==> config.mk <==
export PLATFORM = sky130hd
export DESIGN_NAME = bert_bitcount
export DESIGN_NICKNAME = d
export VERILOG_FILES = /design/src/rtl/bert_bc_pkg.sv /design/src/rtl/bert_clr_edge.sv /design/src/rtl/bert_sat_counter.sv /design/src/rtl/bert_byte_readport.sv /design/src/rtl/bert_bitcount.sv
export SDC_FILE = /design/constraint.sdc
export NUM_CORES = 1
export LEC_CHECK = 0
export BUFFER_PORTS_ARGS = -buffer_cell sky130_fd_sc_hd__buf_2
export CELL_PAD_IN_SITES_DETAIL_PLACEMENT = 0
export CELL_PAD_IN_SITES_GLOBAL_PLACEMENT = 1
export CORE_ASPECT_RATIO = 0.7
export CORE_UTILIZATION = 40
export DETAILED_ROUTE_END_ITERATION = 6
export PLACE_DENSITY_LB_ADDON = 0.1
export SLEW_MARGIN = 15
export SYNTH_ARGS = -nofsm -noshare
export SYNTH_HDL_FRONTEND = slang
export SYNTH_SLANG_ARGS = --single-unit
==> constraint.sdc <==
create_clock -name clk -period 1.9 [get_ports clk]
set_input_delay 0.38 -clock clk [delete_from_list [all_inputs] [get_ports clk]]
set_output_delay 0.38 -clock clk [all_outputs]
set_load 0.02 [all_outputs]
==> src/rtl/bert_bc_pkg.sv <==
package bert_bc_pkg;

    localparam int BYTE_W = 8;

    typedef logic [BYTE_W-1:0] byte_t;

    // Per-cycle command to the counter core
    typedef struct packed {
        logic wipe;   // clear request (edge of control bit)
        logic step;   // countable bit this cycle
    } cnt_cmd_t;

    // Counter core state
    typedef enum logic [1:0] {
        ST_IDLE = 2'b00,
        ST_RUN  = 2'b01,
        ST_FULL = 2'b10
    } cnt_phase_t;

    function automatic int unsigned byte_count(input int unsigned width);
        return width / BYTE_W;
    endfunction

    function automatic cnt_phase_t phase_of(input logic at_max, input logic any);
        if (at_max)   return ST_FULL;
        else if (any) return ST_RUN;
        else          return ST_IDLE;
    endfunction

endpackage

==> src/rtl/bert_clr_edge.sv <==
module bert_clr_edge (
    input  logic clk,
    input  logic rst,
    input  logic ctl_in,
    output logic rise
);

    logic ctl_q;

    always_ff @(posedge clk) begin
        if (rst) ctl_q <= 1'b0;
        else     ctl_q <= ctl_in;
    end

    assign rise = ctl_in & ~ctl_q;

    // a clear request lasts one cycle only, however long the bit is held
    a_r4_single_pulse: assert property (@(posedge clk) disable iff (rst)
        rise |=> !rise);

endmodule

==> src/rtl/bert_sat_counter.sv <==
module bert_sat_counter
    import bert_bc_pkg::*;
#(
    parameter int CNT_W = 32
) (
    input  logic             clk,
    input  logic             rst,
    input  cnt_cmd_t         cmd,
    output logic [CNT_W-1:0] count,
    output logic             full_seen
);

    localparam logic [CNT_W-1:0] MAX_VAL = {CNT_W{1'b1}};

    logic [CNT_W-1:0] cnt_q, cnt_d;
    logic             full_q, full_d;
    cnt_phase_t       phase;

    assign phase = phase_of(cnt_q == MAX_VAL, |cnt_q);

    always_comb begin
        cnt_d  = cnt_q;
        full_d = full_q;
        if (cmd.wipe) begin
            cnt_d  = '0;
            full_d = 1'b0;
        end else if (cmd.step && phase != ST_FULL) begin
            cnt_d = cnt_q + 1'b1;
            if (cnt_d == MAX_VAL) full_d = 1'b1;
        end
    end

    always_ff @(posedge clk) begin
        if (rst) begin
            cnt_q  <= '0;
            full_q <= 1'b0;
        end else begin
            cnt_q  <= cnt_d;
            full_q <= full_d;
        end
    end

    assign count     = cnt_q;
    assign full_seen = full_q;

    // one step per counted bit below full scale
    a_r2_step_one: assert property (@(posedge clk) disable iff (rst)
        (!cmd.wipe && cmd.step && cnt_q != MAX_VAL) |=> (cnt_q == $past(cnt_q) + 1'b1));

    // no bit, no change
    a_r3_hold_idle: assert property (@(posedge clk) disable iff (rst)
        (!cmd.wipe && !cmd.step) |=> $stable(cnt_q));

    // a clear zeroes the count and the flag, even with a bit present
    a_r5_clear_wins: assert property (@(posedge clk) disable iff (rst)
        cmd.wipe |=> (cnt_q == '0 && !full_q));

    // no wrap at full scale
    a_r6_no_wrap: assert property (@(posedge clk) disable iff (rst)
        (cnt_q == MAX_VAL && !cmd.wipe) |=> (cnt_q == MAX_VAL));

    // flag is sticky and accompanies full scale
    a_r7_flag_sticky: assert property (@(posedge clk) disable iff (rst)
        (full_q && !cmd.wipe) |=> full_q);

    a_r7_flag_at_max: assert property (@(posedge clk) disable iff (rst)
        (cnt_q == MAX_VAL) |-> full_q);

endmodule

==> src/rtl/bert_byte_readport.sv <==
module bert_byte_readport
    import bert_bc_pkg::*;
#(
    parameter int              CNT_W     = 32,
    parameter int              ADDR_W    = 8,
    parameter logic [ADDR_W-1:0] BASE_ADDR = 8'hE3
) (
    input  logic              clk,
    input  logic              rst,
    input  logic [ADDR_W-1:0] addr,
    input  logic [CNT_W-1:0]  value,
    output byte_t             data
);

    localparam int NBYTES = byte_count(CNT_W);

    byte_t             lanes [NBYTES];
    logic [ADDR_W-1:0] addr_q;
    byte_t             sel;
    logic              hit;
    byte_t             data_q;

    for (genvar k = 0; k < NBYTES; k++) begin : g_lane
        assign lanes[k] = value[k*BYTE_W +: BYTE_W];
    end

    always_comb begin
        sel = '0;
        hit = 1'b0;
        for (int k = 0; k < NBYTES; k++) begin
            if (addr_q == ADDR_W'(int'(BASE_ADDR) + k)) begin
                sel = lanes[k];
                hit = 1'b1;
            end
        end
    end

    always_ff @(posedge clk) begin
        if (rst) begin
            addr_q <= '0;
            data_q <= '0;
        end else begin
            addr_q <= addr;
            data_q <= sel;
        end
    end

    assign data = data_q;

    // unmapped addresses read zero on the following cycle
    a_r9_unmapped_zero: assert property (@(posedge clk) disable iff (rst)
        !hit |=> (data_q == '0));

endmodule

==> src/rtl/bert_bitcount.sv <==
module bert_bitcount
    import bert_bc_pkg::*;
#(
    parameter int                CNT_W     = 32,
    parameter int                ADDR_W    = 8,
    parameter logic [ADDR_W-1:0] BASE_ADDR = 8'hE3
) (
    input  logic              clk,
    input  logic              rst,
    input  logic              bit_en,
    input  logic              sync_ok,
    input  logic              clr_ctl,
    input  logic [ADDR_W-1:0] rd_addr,
    output logic [7:0]        rd_data,
    output logic              ovf_flag
);

    logic             clr_rise;
    cnt_cmd_t         cmd;
    logic [CNT_W-1:0] count;

    bert_clr_edge u_edge (
        .clk    (clk),
        .rst    (rst),
        .ctl_in (clr_ctl),
        .rise   (clr_rise)
    );

    assign cmd.wipe = clr_rise;
    assign cmd.step = bit_en & sync_ok;

    bert_sat_counter #(.CNT_W(CNT_W)) u_cnt (
        .clk       (clk),
        .rst       (rst),
        .cmd       (cmd),
        .count     (count),
        .full_seen (ovf_flag)
    );

    bert_byte_readport #(
        .CNT_W     (CNT_W),
        .ADDR_W    (ADDR_W),
        .BASE_ADDR (BASE_ADDR)
    ) u_rd (
        .clk   (clk),
        .rst   (rst),
        .addr  (rd_addr),
        .value (count),
        .data  (rd_data)
    );

    // reset leaves the flag low
    a_r1_reset_flag: assert property (@(posedge clk)
        rst |=> !ovf_flag);

    // without sync, no clear edge, the flag cannot rise
    a_r3_no_sync_no_rise: assert property (@(posedge clk) disable iff (rst)
        (!sync_ok && !clr_rise) |=> !$rose(ovf_flag));

endmodule

==> impl_metrics.py, run 1 <==
metrics = {
    "detailed_routing": {
        "drt-initial-drc-count": 170,
        "drc": 0,
        "ant_nets": 0,
        "via_per_inst": 5.39,
        "vias": 2503,
        "dr.pass1.iters": 4,
        "detail_route.wl_per_cell_um": 16.7,
        "wl_um": 7750,
    },
    "power_and_ir_drop": {
        "seq_power_share_pct": 51.4,
        "comb_power_share_pct": 4.9,
        "pwr-share-clk_pct": 43.7,
        "p_leak_uw": 0.00134,
        "intPower_uw": 1620,
        "p_switching_uw": 450,
        "power_uw": 2070,
        "ir_worst_vdd_mv": 0.262,
        "power_density_nw_per_um2": 561,
        "switching_share_pct": 21.7,
    },
    "clocking": {
        "insertion_delay_ns": 0.31,
        "clk_path_buf_depth": 2,
        "cts_tree": "yes",
        "ctsHtreeMaxLevel": 2,
        "cts_buffers": 5,
        "clkTransAtPathRegs_ns": 0.09,
        "cts_root_buf": "clkbuf_8",
        "cts_hold_buffers": 0,
        "cts_sinks": 50,
    },
    "timing": {
        "period_share_pct": 115,
        "setup_ws_ns": -0.280,
        "fin_crit_ns": 2.18,
        "finalSetupViolations": 31,
        "worst_pin_slew_ns": 0.575,
        "hold_viol_final": 0,
        "max_freq_mhz": 459,
        "rsz0062_at_grt": "true",
        "skew_ns": 0.00701,
        "drv_slew": 0,
        "relSlewSlack_pct": 61.7,
    },
    "grt": {
        "antenna_found_initial": 0,
        "grt_max_degree": 34,
        "grt_pass1_vias": 2408,
        "grt_pass1_wl_um": 12600,
        "grt-ovfl-total": 0,
        "grtUsageTotal_pct": 23.7,
    },
    "logic_synthesis": {
        "async_reset_ff_share_pct": 0,
        "synth.distinct_cells": 45,
        "yosys_warnings": 0,
        "synth_edf_count": 0,
        "synth_cells": 311,
        "seq_area_frac_synth_pct": 38.3,
        "avgSynthCellArea_sq_um": 8.40,
        "synth_area_sq_um": 2610,
        "synth_fp_nets": 326,
        "synth_seq_cells": 50,
        "ys.flop_type": "dfxtp_1",
    },
    "critical_path": {
        "required_ns": 2.13,
        "cp_max_fo": 3,
        "r2r_start": "u_cnt.count[1]",
        "start_kind": "flop",
        "end_kind": "flop",
        "worst-setup-path-type": "flop to flop",
        "reg2reg_slack_ns": -0.28,
        "r2r_cells": 7,
        "reg2reg_to": "u_cnt.full_seen",
        "crit_path_start": "u_cnt.count[1]",
        "arrival_ns": 2.41,
    },
    "min_path": {
        "hp-start": "rd_addr[4]",
        "hold_depth": 2,
        "whs_endpoint": "u_rd.addr_q[4]",
        "hp-class": "input port to flop",
    },
    "floorplan": {
        "start_util_pct": 41.6,
        "dieArea_sq_um": 6860,
        "rows": 24,
        "core_area_sq_um": 6280,
        "die_h_um": 69.6,
        "ios": 22,
        "die_w_um": 98.6,
    },
    "final_layout": {
        "fin_cells": 464,
        "post-route-util_pct": 58.9,
        "syn2layout_area_growth_pct": 41.5,
        "layout-drive-gt1-share_pct": 39.1,
        "nets": 400,
        "final_cell_mix": "buf_4 (65), nor2_1 (41), dfxtp_1 (36)",
        "diodes": 0,
        "layout_commonest_cell": "buf_4",
        "stdcell_area_sq_um": 3690,
    },
    "placement": {
        "dp.cells": 449,
        "place.port_buffers": 21,
        "postPlaceCellArea_sq_um": 3170,
        "gp_congestion": 0.818,
        "hpwlAfterDp_um": 5400,
        "pre_cts_slack_ns": -0.268,
    },
    "outcome": {
        "failed_checks": "negative setup slack",
        "status": "complete, but fails checks",
    },
    "run": {
        "drv_cap": 0,
    },
}
[critical path, stage by stage (launching register included)]
cell       delay (ns)
dfxtp_2          0.40
ha_4             0.14
nand3_2          0.07
or4_4            0.49
nor4_4           0.25
o2111ai_1        0.13
or4_4            0.44
o31ai_4          0.17
[sequential cells by signal (all words and copies together) (netlist names)]
signal,count
u_cnt.full_seen,1
u_rd.data,8
u_rd.addr_q,8
u_cnt.count,32
u_edge.ctl_q,1
[cell type report]
class / instances / area, sq um
Clock buffer: 5 / 68.8
Clock inverter: 3 / 68.8
Fill cell: 542 / 2580
Inverter: 3 / 11.3
Multi-Input combinational cell: 235 / 1760
Sequential cell: 50 / 1020
Tap cell: 78 / 97.6
Timing Repair Buffer: 90 / 663
[cells in the mapped netlist, drive strengths merged (3+ instances only)]
library cell | number | area share [%]
a211oi | 9 | 2.8
a21oi | 3 | 0.57
a22oi | 8 | 2.3
and2 | 4 | 0.96
and3 | 5 | 1.4
buf | 11 | 2.8
clkbuf | 12 | 1.7
dfxtp | 50 | 38
inv | 3 | 0.43
nand2 | 21 | 3.0
nand3 | 16 | 3.1
nand4 | 17 | 4.9
nor2 | 43 | 6.3
nor2b | 11 | 2.6
nor3 | 14 | 2.9
nor4 | 12 | 3.7
nor4b | 4 | 1.3
o21ai | 12 | 2.3
or3 | 3 | 0.72
or4 | 3 | 0.86
xnor2 | 28 | 9.4
xor2 | 6 | 2.0
[metal layers]
metal,up-vias,wire [um],global-route usage [%]
met2,58,3470,35.8
met1,1190,3850,34.8
met4,0,77,6.47
met3,7,350,4.13
met5,-,0,0
li1,1248,-,-
[cells by family after synthesis]
kind of cell             synth area share (%)
AO/OA/AOI/OAI                            9.58
XOR/XNOR                                 11.4
adder cells (fa/ha/maj)                 0.958
buffers and inverters                    4.93
flip-flops                               38.3
multiplexers                            0.767
AND/OR/NAND/NOR                          34.0
[timing repair]
item	CTS	global route
endpoints found under the setup margin	31	32
gates cloned	2	0
pin swaps	27	22
hold endpoints to repair	0	0
gates resized for setup	46	25
buffers inserted	5	1
[how the worst max path moves through the flow]
stage,endpoint,cells past startpoint
5_1_grt,u_cnt.full_seen,7
3_5_place_dp,u_cnt.full_seen,6
3_3_place_gp,u_cnt.full_seen,6
2_1_floorplan,u_cnt.full_seen,9
6_report,u_cnt.full_seen,7
4_1_cts,u_cnt.full_seen,6
[power groups by stage]
stage	clock network, uW	registers (uW)	logic (uW)
2_1_floorplan	0	1090	51.8
3_3_place_gp	0	1090	80.9
3_5_place_dp	0	1090	80.3
4_1_cts	934	1070	92.0
5_1_grt	973	1070	111
6_report	905	1070	102
[metrics by stage]
| stage | setup TNS [ns] | hold WS [ns] |
|---|---|---|
| after floorplan | -2.94 | 0.452 |
| after global placement | -2.07 | 0.470 |
| after detailed placement | -3.33 | 0.493 |
| after CTS | -2.45 | 0.267 |
| after global routing | -6.91 | 0.259 |
| final | -3.38 | 0.273 |
Power figures use the tool's default switching activity.
==> inputs of run 2 (changes only) <==
--- a/config.mk
+++ b/config.mk
@@ -12,6 +12,7 @@
 export CORE_UTILIZATION = 40
 export DETAILED_ROUTE_END_ITERATION = 6
 export PLACE_DENSITY_LB_ADDON = 0.1
+export SETUP_SLACK_MARGIN = 0.5
 export SLEW_MARGIN = 15
 export SYNTH_ARGS = -nofsm -noshare
 export SYNTH_HDL_FRONTEND = slang
==> impl_metrics.py, run 2 (synthesis gave the netlist of run 1 again) <==
metrics = {
    "detailed_routing": {
        "drc": 0,
        "wl_met2_um": 3270,
        "dr.pass1.iters": 4,
        "via_per_inst": 5.43,
        "ant_nets": 0,
        "vias": 2529,
        "wl_um": 7730,
        "drt-initial-drc-count": 114,
        "met1_length_um": 4110,
        "wl_met3_um": 288,
        "detail_route.wl_per_cell_um": 16.6,
        "top_layer": "met4",
    },
    "power_and_ir_drop": {
        "pwr-share-clk_pct": 40.1,
        "intPower_uw": 1490,
        "power_density_nw_per_um2": 530,
        "ir_worst_vdd_mv": 0.359,
        "comb_power_share_pct": 5.0,
        "p_switching_uw": 455,
        "switching_share_pct": 23.4,
        "p_leak_uw": 0.00133,
        "seq_power_share_pct": 54.9,
    },
    "critical_path": {
        "r2r_cells": 7,
        "reg2reg_slack_ns": -0.19,
        "required_ns": 2.14,
        "end_kind": "flop",
        "arrival_ns": 2.33,
        "worst-setup-path-type": "flop to flop",
        "r2r_start": "u_cnt.count[0]",
        "reg2reg_to": "u_cnt.count[15]",
        "cp_max_fo": 3,
        "start_kind": "flop",
    },
    "final_layout": {
        "layout_commonest_cell": "buf_4",
        "fill_cells": 582,
        "largest_register_ffs": 32,
        "diodes": 0,
        "layout-drive-gt1-share_pct": 42.8,
        "nets": 402,
        "syn2layout_area_growth_pct": 40.6,
        "post-route-util_pct": 58.5,
        "final_cell_mix": "buf_4 (66), nor2_1 (40), dfxtp_1 (37)",
    },
    "clocking": {
        "cts_buffers": 5,
        "insertion_delay_ns": 0.31,
        "cts_sinks": 50,
        "cts_tree": "yes",
        "clkTransAtPathRegs_ns": 0.10,
        "clk_path_buf_depth": 2,
        "cts_root_buf": "clkbuf_8",
        "ctsHtreeMaxLevel": 2,
    },
    "run": {
        "drv_cap": 0,
    },
    "timing": {
        "whs_ns": 0.272,
        "finalSetupViolations": 22,
        "max_freq_mhz": 478,
        "fin_setup_tns_ns": -2.01,
        "worst_pin_slew_ns": 0.485,
        "setup_ws_ns": -0.194,
        "skew_ns": 0.00950,
        "rsz0062_at_grt": "true",
        "fin_crit_ns": 2.09,
        "period_share_pct": 110,
        "hold_viol_final": 0,
        "drv_slew": 0,
        "relSlewSlack_pct": 67.7,
    },
    "placement": {
        "hpwlAfterDp_um": 5540,
        "gp_congestion": 0.882,
        "place.port_buffers": 21,
    },
    "outcome": {
        "status": "complete, but fails checks",
        "failed_checks": "negative setup slack",
    },
    "grt": {
        "grtUsageTotal_pct": 23.7,
        "grt_pass1_vias": 2337,
        "grt_max_degree": 34,
        "antenna_found_initial": 0,
        "grt-ovfl-total": 0,
        "grt_pass1_wl_um": 12500,
    },
    "floorplan": {
        "ios": 22,
        "die_h_um": 69.6,
        "rows": 24,
        "die_w_um": 98.6,
        "start_util_pct": 41.6,
        "dieArea_sq_um": 6860,
        "core_area_sq_um": 6280,
    },
    "min_path": {
        "whs_endpoint": "u_rd.addr_q[7]",
        "hp-class": "input port to flop",
        "hp-start": "rd_addr[7]",
        "hold_depth": 2,
    },
}
[run 2: cell count changes in the layout (fill, tap and decap cells not counted), sizes merged]
| cell | before | now |
|---|---|---|
| buf | 90 | 92 |
| inv | 3 | 4 |
| bufinv | 2 | 1 |
[run 2: power by group through the flow]
| stage | Clock, uW | Sequential, uW | Combinational [uW] |
|---|---|---|---|
| 6_report | 780 | 1070 | 98.0 |
| 5_1_grt | 838 | 1070 | 106 |
| 4_1_cts | 795 | 1070 | 94.6 |
| 3_5_place_dp | 0 | 1090 | 84.8 |
| 3_3_place_gp | 0 | 1090 | 84.6 |
| 2_1_floorplan | 0 | 1090 | 53.0 |
[run 2: area by class of cell]
class | instances | area [sq um] | share of cell area (%)
Multi-Input combinational cell | 235 | 1760 | 47.9
Tap cell | 78 | 97.6 | 2.66
Inverter | 3 | 11.3 | 0.307
Clock buffer | 5 | 68.8 | 1.87
Clock inverter | 3 | 43.8 | 1.19
Timing Repair Buffer | 92 | 669 | 18.2
Sequential cell | 50 | 1020 | 27.8
[run 2: what timing repair did]
action / 4_1_cts / 5_1_grt
gates resized for setup: 43 / 22
pin swaps: 30 / 17
hold buffers: 0 / 0
gates cloned: 1 / 0
setup endpoints to repair: 41 / 41
buffers inserted: 3 / 1
[run 2: layer usage]
layer  global-route usage [%]  vias up
li1                         -     1251
met1                     36.6     1210
met2                     34.2       61
met3                     3.43        7
met4                     5.47        0
met5                        0        -
[run 2: critical path: stages (launching register included)]
cell     delay, ns
dfxtp_2       0.35
ha_2          0.19
and3_4        0.19
nand4_4       0.11
nor4_4        0.06
or4b_4        0.52
or4_4         0.49
a21oi_2       0.12
[run 2: worst max path at each step]
| stage | startpoint | to | depth (start not counted) |
|---|---|---|---|
| final | u_cnt.count[0] | u_cnt.count[15] | 7 |
| after global placement | u_cnt.count[1] | u_cnt.full_seen | 8 |
| after global routing | u_cnt.count[7] | u_cnt.count[9] | 8 |
| after detailed placement | u_cnt.count[1] | u_cnt.full_seen | 8 |
| after CTS | u_cnt.count[1] | u_cnt.full_seen | 8 |
| after floorplan | u_cnt.count[0] | u_cnt.full_seen | 9 |
[run 2: per-stage QoR]
stage	setup WS (ns)	cell area (sq um)	power [uW]	cells
2_1_floorplan	-0.172	2680	1140	311
3_3_place_gp	-0.221	3250	1180	453
3_5_place_dp	-0.247	3250	1180	453
4_1_cts	-0.170	3570	1960	465
5_1_grt	-0.252	3670	2010	466
6_report	-0.194	3670	1950	466
